--- config.mk ---
export PLATFORM = sky130hd
export DESIGN_NAME = flash_cmd_seq
export DESIGN_NICKNAME = d
export VERILOG_FILES = /design/src/rtl/fsq_pkg.sv /design/src/rtl/fsq_match.sv /design/src/rtl/fsq_page_track.sv /design/src/rtl/flash_cmd_seq.sv
export SDC_FILE = /design/constraint.sdc
export NUM_CORES = 1
export LEC_CHECK = 0
export BUFFER_PORTS_ARGS = -buffer_cell sky130_fd_sc_hd__buf_4
export CELL_PAD_IN_SITES_DETAIL_PLACEMENT = 1
export CELL_PAD_IN_SITES_GLOBAL_PLACEMENT = 1
export CORE_MARGIN = 2
export CORE_UTILIZATION = 37
export DETAILED_ROUTE_END_ITERATION = 7
export GPL_TIMING_DRIVEN = 0
export PLACE_DENSITY_LB_ADDON = 0.1
export SYNTH_ARGS = -nofsm -noshare
export SYNTH_HDL_FRONTEND = slang
export SYNTH_SLANG_ARGS = --single-unit
export TNS_END_PERCENT = 20
--- constraint.sdc ---
create_clock -name clk -period 2.64 [get_ports clk]
set_clock_uncertainty 0.2 [all_clocks]
set_input_delay 0.792 -clock clk [delete_from_list [all_inputs] [get_ports clk]]
set_output_delay 0.792 -clock clk [all_outputs]
set_load 0.1 [all_outputs]
--- src/rtl/fsq_pkg.sv ---
package fsq_pkg;
  typedef enum logic [2:0] {
    ST_IDLE, ST_CYC2, ST_CYC3, ST_CYC4, ST_CYC5, ST_CYC6, ST_DATA, ST_PAGE
  } seq_state_t;

  localparam logic [14:0] KEY_ADDR_A = 15'h5555;
  localparam logic [14:0] KEY_ADDR_B = 15'h2AAA;
  localparam logic [7:0]  KEY_DATA_A = 8'hAA;
  localparam logic [7:0]  KEY_DATA_B = 8'h55;

  localparam logic [7:0] CMD_ERASE_PFX = 8'h80;
  localparam logic [7:0] CMD_PROG      = 8'hA0;
  localparam logic [7:0] CMD_ID_ENTER  = 8'h90;
  localparam logic [7:0] CMD_ID_EXIT   = 8'hF0;
  localparam logic [7:0] CMD_CHIP      = 8'h10;
  localparam logic [7:0] CMD_SECTOR    = 8'h30;
  localparam logic [7:0] CMD_ID_ALT    = 8'h60;
  localparam logic [7:0] CMD_SDP_OFF   = 8'h20;

  function automatic logic is_key_a(input logic [14:0] a, input logic [7:0] d);
    return (a == KEY_ADDR_A) && (d == KEY_DATA_A);
  endfunction

  function automatic logic is_key_b(input logic [14:0] a, input logic [7:0] d);
    return (a == KEY_ADDR_B) && (d == KEY_DATA_B);
  endfunction
endpackage

--- src/rtl/fsq_match.sv ---
module fsq_match
  import fsq_pkg::*;
(
  input  logic [14:0] addr_lo,
  input  logic [7:0]  data,
  output logic        key_a_o,
  output logic        key_b_o,
  output logic        cmd_addr_o
);
  assign key_a_o    = is_key_a(addr_lo, data);
  assign key_b_o    = is_key_b(addr_lo, data);
  assign cmd_addr_o = (addr_lo == KEY_ADDR_A);
endmodule

--- src/rtl/fsq_page_track.sv ---
module fsq_page_track #(
  parameter int PG_W       = 11,
  parameter int PAGE_BYTES = 128,
  parameter int TIMEOUT    = 4096
) (
  input  logic            clk,
  input  logic            rst_n,
  input  logic            start_i,
  input  logic            accept_i,
  input  logic            active_i,
  input  logic [PG_W-1:0] page_i,
  output logic [PG_W-1:0] base_o,
  output logic            in_page_o,
  output logic            last_o,
  output logic            expire_o
);
  localparam int CNT_W = $clog2(PAGE_BYTES + 1);
  localparam int TMR_W = $clog2(TIMEOUT + 1);

  logic [PG_W-1:0]  base_q;
  logic [CNT_W-1:0] cnt_q;
  logic [TMR_W-1:0] tmr_q;

  assign base_o    = base_q;
  assign in_page_o = (page_i == base_q);
  assign last_o    = accept_i && (cnt_q == CNT_W'(PAGE_BYTES - 1));
  assign expire_o  = active_i && !accept_i && (tmr_q == TMR_W'(TIMEOUT - 1));

  always_ff @(posedge clk) begin
    if (!rst_n) begin
      base_q <= '0;
      cnt_q  <= '0;
      tmr_q  <= '0;
    end else if (start_i) begin
      base_q <= page_i;
      cnt_q  <= CNT_W'(1);
      tmr_q  <= '0;
    end else if (accept_i) begin
      cnt_q  <= cnt_q + CNT_W'(1);
      tmr_q  <= '0;
    end else if (active_i) begin
      tmr_q  <= tmr_q + TMR_W'(1);
    end
  end
endmodule

--- src/rtl/flash_cmd_seq.sv ---
module flash_cmd_seq
  import fsq_pkg::*;
#(
  parameter int ADDR_W       = 18,
  parameter bit PAGE_VARIANT = 1'b0,
  parameter int PAGE_BYTES   = 128,
  parameter int TIMEOUT      = 4096
) (
  input  logic              clk,
  input  logic              rst_n,
  input  logic              wr_en,
  input  logic [ADDR_W-1:0] wr_addr,
  input  logic [7:0]        wr_data,
  output logic              prog_req,
  output logic              chip_erase_req,
  output logic              sect_erase_req,
  output logic              id_enter_req,
  output logic              id_exit_req,
  output logic              sdp_off_req,
  output logic              page_commit_req,
  output logic [ADDR_W-1:0] req_addr,
  output logic [7:0]        req_data,
  output logic [ADDR_W-1:0] page_addr,
  output logic              id_mode
);
  localparam int PAGE_W = $clog2(PAGE_BYTES);
  localparam int PG_W   = ADDR_W - PAGE_W;
  localparam int SECT_W = 12;

  function automatic logic [ADDR_W-1:0] sector_base(input logic [ADDR_W-1:0] a);
    return {a[ADDR_W-1:SECT_W], SECT_W'(0)};
  endfunction

  seq_state_t st_q, st_d;
  logic id_q, id_d, sdp_q, sdp_d;
  logic n_prog, n_chip, n_sect, n_iden, n_idex, n_sdp, n_commit;
  logic prog_q, chip_q, sect_q, iden_q, idex_q, sdpr_q, commit_q;
  logic [ADDR_W-1:0] raddr_d, raddr_q;
  logic [7:0]        rdata_q;

  // named internal events
  logic ev_key_a, ev_key_b, ev_cmd_addr;
  logic page_start, page_accept, page_last, page_expire, in_page;
  logic [PG_W-1:0] page_base;

  fsq_match u_match (
    .addr_lo   (wr_addr[14:0]),
    .data      (wr_data),
    .key_a_o   (ev_key_a),
    .key_b_o   (ev_key_b),
    .cmd_addr_o(ev_cmd_addr)
  );

  assign page_accept = (st_q == ST_PAGE) && wr_en && in_page;
  assign page_start  = PAGE_VARIANT && wr_en &&
                       ((st_q == ST_DATA) || ((st_q == ST_IDLE) && !sdp_q && !ev_key_a));

  fsq_page_track #(.PG_W(PG_W), .PAGE_BYTES(PAGE_BYTES), .TIMEOUT(TIMEOUT)) u_page (
    .clk      (clk),
    .rst_n    (rst_n),
    .start_i  (page_start),
    .accept_i (page_accept),
    .active_i (st_q == ST_PAGE),
    .page_i   (wr_addr[ADDR_W-1:PAGE_W]),
    .base_o   (page_base),
    .in_page_o(in_page),
    .last_o   (page_last),
    .expire_o (page_expire)
  );

  always_comb begin
    st_d = st_q;  id_d = id_q;  sdp_d = sdp_q;
    n_prog = 1'b0; n_chip = 1'b0; n_sect = 1'b0; n_iden = 1'b0;
    n_idex = 1'b0; n_sdp = 1'b0; n_commit = 1'b0;
    raddr_d = wr_addr;
    unique case (st_q)
      ST_IDLE: if (wr_en) begin
        if (!PAGE_VARIANT && wr_data == CMD_ID_EXIT) begin
          n_idex = 1'b1; id_d = 1'b0;
        end else if (ev_key_a) begin
          st_d = ST_CYC2;
        end else if (page_start) begin
          n_prog = 1'b1; st_d = ST_PAGE;
        end
      end
      ST_CYC2: if (wr_en) st_d = ev_key_b ? ST_CYC3 : ST_IDLE;
      ST_CYC4: if (wr_en) st_d = ev_key_a ? ST_CYC5 : ST_IDLE;
      ST_CYC5: if (wr_en) st_d = ev_key_b ? ST_CYC6 : ST_IDLE;
      ST_CYC3: if (wr_en) begin
        st_d = ST_IDLE;
        if (ev_cmd_addr) begin
          case (wr_data)
            CMD_ERASE_PFX: st_d = ST_CYC4;
            CMD_PROG:      st_d = ST_DATA;
            CMD_ID_ENTER:  begin n_iden = 1'b1; id_d = 1'b1; end
            CMD_ID_EXIT:   begin n_idex = 1'b1; id_d = 1'b0; end
            default:       ;
          endcase
        end
      end
      ST_CYC6: if (wr_en) begin
        st_d = ST_IDLE;
        if (ev_cmd_addr) begin
          case (wr_data)
            CMD_CHIP:    n_chip = 1'b1;
            CMD_SECTOR:  if (!PAGE_VARIANT) begin
                           n_sect = 1'b1; raddr_d = sector_base(wr_addr);
                         end
            CMD_ID_ALT:  begin n_iden = 1'b1; id_d = 1'b1; end
            CMD_SDP_OFF: if (PAGE_VARIANT) begin n_sdp = 1'b1; sdp_d = 1'b0; end
            default:     ;
          endcase
        end
      end
      ST_DATA: if (wr_en) begin
        n_prog = 1'b1;
        st_d   = PAGE_VARIANT ? ST_PAGE : ST_IDLE;
      end
      ST_PAGE: begin
        if (page_accept) begin
          n_prog = 1'b1;
          if (page_last) begin n_commit = 1'b1; st_d = ST_IDLE; end
        end else if (page_expire) begin
          n_commit = 1'b1; st_d = ST_IDLE;
        end
      end
      default: st_d = ST_IDLE;
    endcase
  end

  always_ff @(posedge clk) begin
    if (!rst_n) begin
      st_q <= ST_IDLE; id_q <= 1'b0; sdp_q <= 1'b1;
      prog_q <= 1'b0; chip_q <= 1'b0; sect_q <= 1'b0; iden_q <= 1'b0;
      idex_q <= 1'b0; sdpr_q <= 1'b0; commit_q <= 1'b0;
      raddr_q <= '0; rdata_q <= '0;
    end else begin
      st_q <= st_d; id_q <= id_d; sdp_q <= sdp_d;
      prog_q <= n_prog; chip_q <= n_chip; sect_q <= n_sect; iden_q <= n_iden;
      idex_q <= n_idex; sdpr_q <= n_sdp; commit_q <= n_commit;
      if (wr_en) begin
        raddr_q <= raddr_d;
        rdata_q <= wr_data;
      end
    end
  end

  assign prog_req        = prog_q;
  assign chip_erase_req  = chip_q;
  assign sect_erase_req  = sect_q;
  assign id_enter_req    = iden_q;
  assign id_exit_req     = idex_q;
  assign sdp_off_req     = sdpr_q;
  assign page_commit_req = commit_q;
  assign req_addr        = raddr_q;
  assign req_data        = rdata_q;
  assign page_addr       = {page_base, PAGE_W'(0)};
  assign id_mode         = id_q;
endmodule

==> summary.md <==
| Metric | Value |
|---|---|
| Die Wd | `91.3 µm` |
| Worst setup margin | `0.181 ns` |
| Setup WS pre-CTS | `-0.248 ns` |
| Hold Worst Slack | `0.289 ns` |
| Fmax | `approximately 410 MHz` |
| Synth Flop Type | `dfxtp_1` |
| Crit. End Element | `register` |
| GRT Total Usage | `19.3%` |
| Total power draw | `2.43 mW` |
| Largest net degree at the start of global routing | `11` |
| Peak supply drop | `0.315 mV` |
| Synth Instances | `324` |
| Die height | `91.3 µm` |
| WP data required | `2.67 ns` |
| Ant. Diodes | `0` |
| Initial core utilization | `38.5%` |
| Clk buf depth | `2` |
| Slew @ Worst Pin | `0.769 ns` |
| Clock sink total | `57` |
| Seq/Total Area, Yosys | `40.4%` |
| Post-synthesis async set-or-reset flop share | `0%` |
| Number of max-cap violations | `0` |
| Worst EP arrival | `about 2.5 ns` |
| Post-layout net count | `446` |
| Cts hold-fix bufs | `0` |
| Post-DP HPWL | `5.88 mm` |
| Worst Path Max Fanout | `6` |
| Antenna violations before repair | `0` |
| Vias per cell | `5.10` |
| Layout cell share with drive strength beyond 1 | `26.7%` |
| WL final | `7.90 mm` |
| Latest clock arrival within the worst-skew pair | `0.33 ns` |
| # IOs | `81` |
| Commonest non-fill, non-tap cell in the layout | `buf_4` |
| Port-buffer cells | `60` |
| Synthesized flop and latch total | `57` |
| CTS tree | `yes` |
| # DRC | `0` |
| Tmin final | `approximately 2.5 ns` |
| Setup-failing EPs final | `0` |
| Netlist Area Pre-Place | `0.00282 mm²` |
| Post-Syn Area per Cell | `8.71 µm²` |
| Gpl congestion | `~0.81` |
| Status | `completed` |
| First-pass GRT wire length | `12.9 mm` |
| Core area | `~0.0073 mm²` |
| Ys Warns | `0` |
| Number of global-route vias before repair | `2690` |
| RSZ-0062 raised after global routing | `false` |
| Wirelength per Cell | `approximately 15 µm` |
| Max Slew Vio Count | `0` |
| EDFF count, synth | `0` |
| Pwr dens | `650 mW/mm²` |
| Most frequent cells in the layout | `buf_4, dfxtp_1, nor2_1` |
| Worst setup SP type | `input port` |
| Initial drt markers | `90` |
| Crit Path Class | `in2reg` |
| Final Hold Fails | `0` |
| Type of the tightest min-delay check | `reg2reg` |
| Slew headroom | `48.8%` |
| Remaining antenna violation count after routing | `0` |
| GRT Residual Overflow | `0` |
| Reg clk slew, reported paths | `0.07 ns` |
| Root Driver | `clkbuf_8` |
| Die ar. | `0.00834 mm²` |
| H-tree depth | `3` |
| DR pass1 iterations | `4` |
| Final Cycle Share | `93.1%` |
| Cell variety after synth | `53` |
| Row count | `31` |
| Syn-to-layout area delta | `32.3%` |
| Vias | `2646` |
| P_leak | `1.59 nW` |
| CTS buffer count | `9` |
==> kinds of logic (layout without fill, tap and decap cells) <==
group / after synthesis / in the layout / synth area share (%)
AO/OA/AOI/OAI: 38 / 38 / 9.00
XOR/XNOR: 15 / 15 / 4.65
adder cells (fa/ha/maj): 2 / 2 / 0.886
buffers and inverters: 37 / 115 / 8.42
flip-flops: 57 / 57 / 40.4
multiplexers: 21 / 21 / 7.45
other: 1 / 19 / 0.133
AND/OR/NAND/NOR: 153 / 153 / 29.0
==> flip-flops by register name, indices dropped and copies added (netlist names), 3 cells and up <==
register      count
u_page.cnt_q      8
u_page.tmr_q     13
req_addr         18
st_q              3
req_data          8
==> through the flow <==
stage	instances	utilization [%]	TNS, ns	cell area (µm²)
final	519	50.9	0	3730
after floorplan	342	-	0	2890
after global placement	501	47.3	-3.31	3460
after global routing	519	50.9	0	3730
after detailed placement	501	47.3	-3.66	3460
after CTS	517	50.4	0	3690
==> repair_timing <==
item | 4_1_cts | 5_1_grt
setup buffers | 0 | 2
endpoints found under the setup margin | 0 | 3
resized for setup | 0 | 4
==> where the power goes <==
group	internal, mW	switching (mW)	leakage, nW
registers	0.889	0.0167	0.465
logic	0.147	0.431	1.01
clock network	0.580	0.364	0.115
==> worst max-delay path, stage by stage <==
cell	delay, ns
buf_4	0.13
or4b_1	0.56
or4_1	0.48
nor2_1	0.11
nand4_1	0.11
a311oi_1	0.30
==> cells in the mapped netlist, drive strengths merged, types with 3 or more instances <==
cell type	instances	area [µm²]
xor2	7	61.3
nand3	11	55.1
nand2	16	60.1
inv	5	18.8
nor2	55	206
nand4b	3	26.3
a21oi	14	70.1
dfxtp	57	1140
buf	24	169
nor4b	3	26.3
nor2b	8	50.1
xnor2	8	70.1
clkbuf	8	50.1
nor4	3	31.3
mux2i	21	210
nor3	10	50.1
o21ai	7	35.0
or3	7	43.8
and4	3	26.3
nand4	18	113
==> area by class of cell <==
class / count / area [µm²]
Clock inverter: 5 / 77.6
Buffer: 32 / 219
Tap cell: 99 / 124
Inverter: 5 / 18.8
Timing Repair Buffer: 62 / 465
Clock buffer: 11 / 151
Fill cell: 898 / 3600
Multi-Input combinational cell: 248 / 1540
Sequential cell: 57 / 1140
==> routing by layer <==
metal | global-route usage [%] | share of wire (%) | up-vias
met3 | 5.64 | 5.6 | 8
li1 | - | - | 1296
met1 | 23.6 | 42 | 1278
met5 | 0 | 0 | -
met2 | 32.6 | 51 | 64
met4 | 6.06 | 0.90 | 0
==> worst paths after layout <==
| check | from | end | slack [ns] | depth (start not counted) |
|---|---|---|---|---|
| setup / recovery | wr_data[1] | st_q[1] | 0.18 | 6 |
| hold / removal | u_page.tmr_q[1] | u_page.tmr_q[1] | 0.29 | 2 |
| setup reg to reg | st_q[2] | u_page.cnt_q[7] | 0.30 | 7 |
| hold reg to reg | u_page.tmr_q[1] | u_page.tmr_q[1] | 0.29 | 2 |
Power figures use the tool's default switching activity.
